**src/rtl/intPrioPkg.sv**
```systemverilog
package intPrioPkg;
  localparam int NUM_LINES = 8;
  localparam int IDX_W     = $clog2(NUM_LINES);
  localparam int VEC_W     = 8;
  localparam int BASE_W    = VEC_W - IDX_W;

  // strobes from control to datapath
  typedef struct packed {
    logic             take;     // acknowledge accepted
    logic             clrSpec;  // clear in-service bit at level
    logic             clrLow;   // clear lowest in-service bit
    logic [IDX_W-1:0] level;
  } strobe_t;
endpackage

```
**src/rtl/intPrioCtrl.sv**
```systemverilog
module intPrioCtrl
  import intPrioPkg::*;
(
  input  logic             clk,
  input  logic             rstN,
  input  logic             ackStrobe,
  input  logic             eoiValid,
  input  logic [2:0]       eoiCmd,
  input  logic [IDX_W-1:0] eoiLevel,
  input  logic             pendNow,
  output strobe_t          strb,
  output logic             cmdError
);
  logic isEnd, isRot, isSel, badCmd;

  always_comb begin
    isEnd        = eoiCmd[2];
    isRot        = eoiCmd[1];
    isSel        = eoiCmd[0];
    badCmd       = eoiValid && !(isEnd && !isRot);
    strb.take    = ackStrobe && pendNow;
    strb.clrSpec = eoiValid && isEnd && !isRot && isSel;
    strb.clrLow  = eoiValid && isEnd && !isRot && !isSel;
    strb.level   = eoiLevel;
  end

  always_ff @(posedge clk or negedge rstN) begin
    if (!rstN) cmdError <= 1'b0;
    else       cmdError <= badCmd;
  end

  AST_ERR_ONE_CYCLE: assert property (@(posedge clk) disable iff (!rstN)
    (!eoiValid) |=> !cmdError);
endmodule

```
**src/rtl/intPrioPath.sv**
```systemverilog
module intPrioPath
  import intPrioPkg::*;
#(
  parameter int CASCADE_LINE = 2
) (
  input  logic                 clk,
  input  logic                 rstN,
  input  logic [NUM_LINES-1:0] reqLines,
  input  logic                 cascadeIn,
  input  logic [NUM_LINES-1:0] maskBits,
  input  logic [BASE_W-1:0]    vecBase,
  input  strobe_t              strb,
  output logic                 pendNow,
  output logic [VEC_W-1:0]     vecOut,
  output logic [NUM_LINES-1:0] reqReg,
  output logic [NUM_LINES-1:0] svcReg
);
  logic [NUM_LINES-1:0] lineEff, cand, ackMask, clrMask;
  logic [IDX_W-1:0]     winIdx, svcIdx;
  logic                 winHit, svcHit;

  assign lineEff = reqLines | (NUM_LINES'(cascadeIn) << CASCADE_LINE);

  always_comb begin
    cand   = reqReg & ~maskBits;
    winIdx = '0;
    winHit = 1'b0;
    svcIdx = '0;
    svcHit = 1'b0;
    for (int i = 0; i < NUM_LINES; i++) begin
      if (cand[i] && !winHit) begin
        winIdx = IDX_W'(i);
        winHit = 1'b1;
      end
      if (svcReg[i] && !svcHit) begin
        svcIdx = IDX_W'(i);
        svcHit = 1'b1;
      end
    end
    pendNow = winHit && (!svcHit || (winIdx < svcIdx));
    vecOut  = pendNow ? {vecBase, winIdx} : '0;
  end

  always_comb begin
    ackMask = strb.take ? (NUM_LINES'(1) << winIdx) : '0;
    if (strb.clrSpec)     clrMask = NUM_LINES'(1) << strb.level;
    else if (strb.clrLow) clrMask = svcReg & (~svcReg + NUM_LINES'(1));
    else                  clrMask = '0;
  end

  always_ff @(posedge clk or negedge rstN) begin
    if (!rstN) begin
      reqReg <= '0;
      svcReg <= '0;
    end else begin
      reqReg <= lineEff & ~ackMask;
      svcReg <= (svcReg & ~clrMask) | ackMask;
    end
  end

  AST_ACK_TO_SERVICE: assert property (@(posedge clk) disable iff (!rstN)
    (strb.take && !strb.clrSpec && !strb.clrLow)
      |=> (svcReg[$past(winIdx)] && !reqReg[$past(winIdx)]));
  AST_IDLE_ACK: assert property (@(posedge clk) disable iff (!rstN)
    (!strb.take && !strb.clrSpec && !strb.clrLow) |=> $stable(svcReg));
  AST_LOW_CLEAR_ONE: assert property (@(posedge clk) disable iff (!rstN)
    (strb.clrLow && !strb.take && (svcReg != '0))
      |=> ($countones(svcReg) + 1 == $countones($past(svcReg))));
  AST_MASKED_QUIET: assert property (@(posedge clk) disable iff (!rstN)
    ((reqReg & ~maskBits) == '0) |-> !pendNow);
endmodule

```
**src/rtl/intPrioCore.sv**
```systemverilog
module intPrioCore
  import intPrioPkg::*;
(
  input  logic                 clk,
  input  logic                 rstN,
  input  logic [NUM_LINES-1:0] reqLines,
  input  logic                 cascadeIn,
  input  logic [NUM_LINES-1:0] maskBits,
  input  logic [BASE_W-1:0]    vecBase,
  input  logic                 ackStrobe,
  input  logic                 eoiValid,
  input  logic [2:0]           eoiCmd,
  input  logic [IDX_W-1:0]     eoiLevel,
  output logic                 intPending,
  output logic [VEC_W-1:0]     vecOut,
  output logic [NUM_LINES-1:0] reqReg,
  output logic [NUM_LINES-1:0] svcReg,
  output logic                 cmdError
);
  strobe_t strb;
  logic    pendNow;

  intPrioCtrl i_ctrl (
    .clk(clk), .rstN(rstN), .ackStrobe(ackStrobe), .eoiValid(eoiValid),
    .eoiCmd(eoiCmd), .eoiLevel(eoiLevel), .pendNow(pendNow),
    .strb(strb), .cmdError(cmdError)
  );

  intPrioPath #(.CASCADE_LINE(2)) i_path (
    .clk(clk), .rstN(rstN), .reqLines(reqLines), .cascadeIn(cascadeIn),
    .maskBits(maskBits), .vecBase(vecBase), .strb(strb), .pendNow(pendNow),
    .vecOut(vecOut), .reqReg(reqReg), .svcReg(svcReg)
  );

  assign intPending = pendNow;
endmodule

```
**config.mk**
```make
export PLATFORM = sky130hd
export DESIGN_NAME = intPrioCore
export DESIGN_NICKNAME = d
export VERILOG_FILES = /design/src/rtl/intPrioPkg.sv /design/src/rtl/intPrioCtrl.sv /design/src/rtl/intPrioPath.sv /design/src/rtl/intPrioCore.sv
export SDC_FILE = /design/constraint.sdc
export NUM_CORES = 1
export LEC_CHECK = 0
export BUFFER_PORTS_ARGS = -buffer_cell sky130_fd_sc_hd__buf_2
export CAP_MARGIN = 25
export CORE_MARGIN = 5
export CORE_UTILIZATION = 30
export CTS_BUF_LIST = sky130_fd_sc_hd__clkbuf_4
export CTS_CLUSTER_SIZE = 8
export DETAILED_ROUTE_END_ITERATION = 8
export GPL_TIMING_DRIVEN = 0
export PLACE_DENSITY = 0.65
export SLEW_MARGIN = 40
export SYNTH_ARGS = -nofsm -noshare
export SYNTH_HDL_FRONTEND = slang
export SYNTH_SLANG_ARGS = --single-unit
```
**constraint.sdc**
```tcl
create_clock -name clk -period 6 [get_ports clk]
set_input_delay 0.3 -clock clk [delete_from_list [all_inputs] [get_ports clk]]
set_output_delay 0.3 -clock clk [all_outputs]
set_load 0.005 [all_outputs]
```
### After elaboration in Yosys (flattened, before gate mapping)

Cells that the tools add are included.

* word-level logic and storage cells: 92
* input bits: 32
* output and inout bits: 26
* bits in registers: 17

* multiplexer cells: 34
* shift operators: 2
* magnitude comparators: 1
* bitwise logic cells: 10
* add/sub/neg operators: 1
* reductions and logical operators: 41

Operator list (count)
* bitwise AND 8 bit: 4
* two-way mux 8 bit: 4
* NOT 8 bit: 4
* two-way mux 3 bit: 10
* logical AND 1 bit: 22
* logical NOT 1 bit: 18
* two-way mux 1 bit: 18
* << shifter 1 x 3 -> 8 bit (first input constant): 2
* adder 8 x 1 -> 8 bit (second input constant): 1
* OR 8 x 3 -> 8 bit: 1
* OR 8 bit: 1
* two-way mux 2 bit: 2
* less-than comparator 3 bit: 1
* logical OR 1 bit: 1

### Depth between registers and ports, before layout

* depth after elaboration: 31
* gate-level depth with buffers: 10
* mapped depth without buffers: 10

### Hierarchy

From an unflattened synthesis, not the netlist that was laid out.

* cell total of the unflattened synthesis: 130
* area total of the unflattened synthesis: 1176.1 µm²

By module, submodules not included
* intPrioPath: cells each 121, area an instance 1089.8 µm², seq. area each 400.4 µm², instances 1
* intPrioCtrl: cells each 9, area an instance 86.3 µm², seq. area each 25.0 µm², instances 1

### Least setup slack after synthesis

No wires, ideal clock.

* path type: reg-to-output
* start: register i_path.reqReg[0]
* end: output vecOut[1]
* path buffers: 1
* arrival: 2365 ps
* setup slack: 3335 ps
* stages on the path, launching flop included: 11
* required time: 5700 ps
* cells stage by stage: dfrtp_1 > nor2b_4 > or4_1 > buf_2 > nor2_1 > ha_1 > a21oi_1 > nor2b_1 > a32oi_1 > o21ai_2 > and2_1

* cells in the longest elaborated chain, start to end: 27
* elaborated cells on any way between the ends: 34
* classes of those cells: 1 x order compare; 16 x mux; 1 x bitwise; 16 x reduce/logical

RTL lines
* start, declared: RTL line intPrioPath.sv:15 `output logic [NUM_LINES-1:0] reqReg,`
* start signal, assigned: RTL line intPrioPath.sv:56 `reqReg <= lineEff & ~ackMask;`
* bitwise AND 8 bit (*): RTL line intPrioPath.sv:25 `cand = reqReg & ~maskBits;`
* two-way mux 1 bit (*): RTL line intPrioPath.sv:31 `if (cand[i] && !winHit) begin`
* logical NOT 1 bit: RTL line intPrioPath.sv:31
* logical AND 1 bit: RTL line intPrioPath.sv:31
* two-way mux 1 bit: RTL line intPrioPath.sv:31
* logical NOT 1 bit: RTL line intPrioPath.sv:31
* logical AND 1 bit: RTL line intPrioPath.sv:31
* two-way mux 1 bit: RTL line intPrioPath.sv:31
* (+12 left out)
* logical NOT 1 bit: RTL line intPrioPath.sv:31
* logical AND 1 bit: RTL line intPrioPath.sv:31
* two-way mux 3 bit: RTL line intPrioPath.sv:31
* less-than comparator 3 bit: RTL line intPrioPath.sv:40 `pendNow = winHit && (!svcHit || (winIdx < svcIdx));`
* logical OR 1 bit: RTL line intPrioPath.sv:40
* logical AND 1 bit (*): RTL line intPrioPath.sv:40
* via intPending: RTL line intPrioCore.sv:14 `output logic intPending,`
* two-way mux 8 bit (*): RTL line intPrioPath.sv:41 `vecOut = pendNow ? {vecBase, winIdx} : '0;`
* end, declared: RTL line intPrioCore.sv:15 `output logic [VEC_W-1:0] vecOut,`

Mark *: on every way through the listed nets, which the timed path passes. The rest lies on a longest branch.

### Worst setup path after layout

* start: register i_path.reqReg[0]
* end: output vecOut[2]

* cells in the longest elaborated chain, start to end: 27
* elaborated cells on any way between the ends: 34
* classes of those cells: 1 x order compare; 16 x mux; 1 x bitwise; 16 x reduce/logical

RTL lines (RTL line)
* bitwise AND 8 bit (*): intPrioPath.sv:25
* two-way mux 1 bit (*): intPrioPath.sv:31
* logical NOT 1 bit: intPrioPath.sv:31
* logical AND 1 bit: intPrioPath.sv:31
* two-way mux 1 bit: intPrioPath.sv:31
* logical NOT 1 bit: intPrioPath.sv:31
* logical AND 1 bit: intPrioPath.sv:31
* two-way mux 1 bit: intPrioPath.sv:31
* (+11 left out)
* two-way mux 1 bit: intPrioPath.sv:31
* logical NOT 1 bit: intPrioPath.sv:31
* logical AND 1 bit: intPrioPath.sv:31
* two-way mux 3 bit: intPrioPath.sv:31
* less-than comparator 3 bit: intPrioPath.sv:40
* logical OR 1 bit: intPrioPath.sv:40
* logical AND 1 bit: intPrioPath.sv:40
* two-way mux 8 bit (*): intPrioPath.sv:41

Every way passes the cells marked *; elsewhere a longest branch is shown, timed or not.

==> reports/metrics.yaml <==
synth_top_area_share_pct: 36.9
r2r.worst_path.cells: 10
worstSetupPathType: "reg2out"
met3RoutedLength_um: 260
synth_nets: 162
dp_cells: 233
path_cells: "nor2b_4 -> or4_1 -> buf_2 -> nor2_1 -> ha_1 -> a21oi_1 -> nor2b_1 -> a32o_1 -> a31oi_1 -> nor2b_1 -> buf_2"
min_from: "eoiCmd[2]"
status: "complete, no violations"
tritoncts: "built"
ios: 58
numPortBuffers: 57
die_w_um: 72.0
fin_skew_ns: 0.00680
wire_per_inst_um: 13.7
dr_wl_met2_um: 1460
setup_violations: 0
rsz0062_at_grt: "false"
drc: 0
yosysSeqAreaShare_pct: 36.9
ys.flop_type: "dfrtp_1"
placed_area_um2: 1500
drtIter0Drc: 54
antenna_cells: 0
ir_drop_mv: 0.153
power_leakage_nw: 0.709
endpoint_kind: "output port"
core_area_um2: 3690
slew_violations: 0
place.gp.congestion: 0.842
cp.arrival_ns: 3.06
cts_resized: 0
grt_pass1_wl_um: 5430
cts-root-buf: "clkbuf_4"
fin_cells: 238
syn_area_um2: 1150
synth.largest_area_cell: "dfrtp_1"
synth_most_common_cell: "dfrtp_1"
num_vias: 1219
dr.pass1.iters: 4
antenna_found_initial: 0
period_share_pct: 56.0
cts.clk_slew.worst_paths_ns: 0.10
yosysUniqueCellTypes: 42
met1_length_um: 1530
antenna_left: 0
critPathSlowestCell: "or4_1"
syn2layout_area_growth_pct: 33.2
critical_path_required_ns: 5.70
power_density_nw_per_um2: 363
initial_utilization_pct: 31.3
r2r_end: "i_path.svcReg[3]"
synth_cells: 128
synth.ff_latch_count: 17
yosys_warnings: 0
crit_fanout: 6
die_area_um2: 5190
cp-start-kind: "flop"
clk_latency_ns: 0.29
hp-class: "in2reg"
nets: 225
synth_edf_count: 0
finalHoldViolations: 0
synthArstFlopShare_pct: 100
final.min_clock_period_ns: 3.36
cts.sinks: 17
max_cap_violations: 0
synth_area_leaders: "dfrtp_1 (37%), nor2b_1 (6.0%), and2_1 (4.9%)"
die_h_um: 72.0
numCtsBuffers: 3
maxUsedRoutingLayer: "met3"
fillCellCount: 399
grt_pass1_vias: 1212
postLayoutCellArea_um2: 1540
tns_ns: 0
holdPathEnd: "i_ctrl.cmdError"
wirelength_um: 3250
vias_per_cell: 5.12
synth.top_cells.by_count: "dfrtp_1 (17), nand2_1 (15), nor2b_1 (11), and2_1 (9), nor2_1 (9)"
htreeDepth: 1
relSlewSlack_pct: 65.6
synth.avg_cell_area_um2: 9.01
grt_usage_pct: 12.9
clock_path_buffers: 2
slowest_delay_ns: 0.50
min_path_cells: 2
fmax_ghz: 0.298
r2r_slack_ns: 3.16
rows: 22
drive_above_1_share_pct: 36.8
worst_pin_slew_ns: 0.512
reg2reg_from: "i_path.reqReg[0]"
dpl.hpwl_um: 2740
grt_max_degree: 18
overflow: 0
-- cell usage in the layout, fill, tap and decap left out, types with 3 or more instances in the layout --
cell      instances
nor2b_1          11
o21ai_0           3
o211ai_1          3
a21oi_1           3
nand2_1          15
nor2_1            9
nand2b_1          7
dfrtp_1          17
buf_2            58
clkbuf_4          3
o21a_1            5
o221ai_1          4
and2_1            9
or4_1             3
-- layer usage --
layer,global-route usage (%),up-vias
met5,0,-
met4,3.13,0
met3,2.49,0
met2,20.4,47
met1,18.1,569
li1,-,603
-- sequential cells by signal, summed over array words and instances, names as in the netlist --
register,count
i_path.reqReg,8
i_path.svcReg,8
i_ctrl.cmdError,1
-- cells by family (layout without fill, tap and decap cells) --
family | after synthesis | count (layout) | synth area share, %
flip-flops | 17 | 17 | 36.9
adder cells (fa/ha/maj) | 2 | 2 | 2.17
buffers and inverters | 3 | 65 | 1.08
AO/OA/AOI/OAI | 36 | 36 | 24.4
AND/OR/NAND/NOR | 70 | 70 | 35.5
-- critical path, delay by kind of cell, from the launching register on --
family	cells	cell delay, ns
and+or+nand+nor	5	1.16
AOI/OAI and AO/OA	3	0.63
DFF	1	0.41
buffers and inverters	2	0.31
adders and majority gates	1	0.27
-- layout make-up --
| type | count | area [um^2] | area share, % |
|---|---|---|---|
| Sequential cell | 17 | 425 | 27.7 |
| Tap cell | 48 | 60.1 | 3.91 |
| Inverter | 2 | 7.51 | 0.489 |
| Buffer | 1 | 5.00 | 0.326 |
| Timing Repair Buffer | 58 | 295 | 19.2 |
| Clock inverter | 1 | 5.00 | 0.326 |
| Multi-Input combinational cell | 108 | 716 | 46.6 |
| Clock buffer | 3 | 22.5 | 1.47 |
-- worst max-delay path by stage --
| stage | start | to | slack (ns) | cells after the start |
|---|---|---|---|---|
| finish | i_path.reqReg[0] | vecOut[2] | 2.64 | 11 |
| detailed placement | i_path.reqReg[0] | vecOut[2] | 3.01 | 11 |
| global placement | i_path.reqReg[0] | vecOut[2] | 3.05 | 11 |
| floorplan | i_path.reqReg[0] | vecOut[1] | 3.34 | 10 |
| global route | i_path.reqReg[0] | vecOut[2] | 2.44 | 11 |
| CTS | i_path.reqReg[0] | vecOut[2] | 2.66 | 11 |
-- what timing repair did --
item | in CTS | in global routing
endpoints found under the hold margin | 17 | 0
hold buffers | 1 | 0
setup buffers | 0 | 0
-- metrics by stage --
step	hold WS [ns]	total power [mW]	utilization (%)	setup slack, ns
after floorplan	0.00441	0.377	-	3.34
after global placement	0.245	0.497	40.6	3.05
after detailed placement	0.251	0.501	40.6	3.01
after CTS	0.181	0.565	41.7	2.66
after global routing	0.183	0.618	41.7	2.44
final	0.192	0.557	41.7	2.64
-- where the power goes --
part / internal [mW] / switching, mW / leakage [nW]
logic: 0.142 / 0.156 / 0.489
clock network: 0.0248 / 0.0362 / 0.0177
registers: 0.146 / 0.0520 / 0.202
total: 0.313 / 0.245 / 0.709
(Power assumes the default switching activity.)
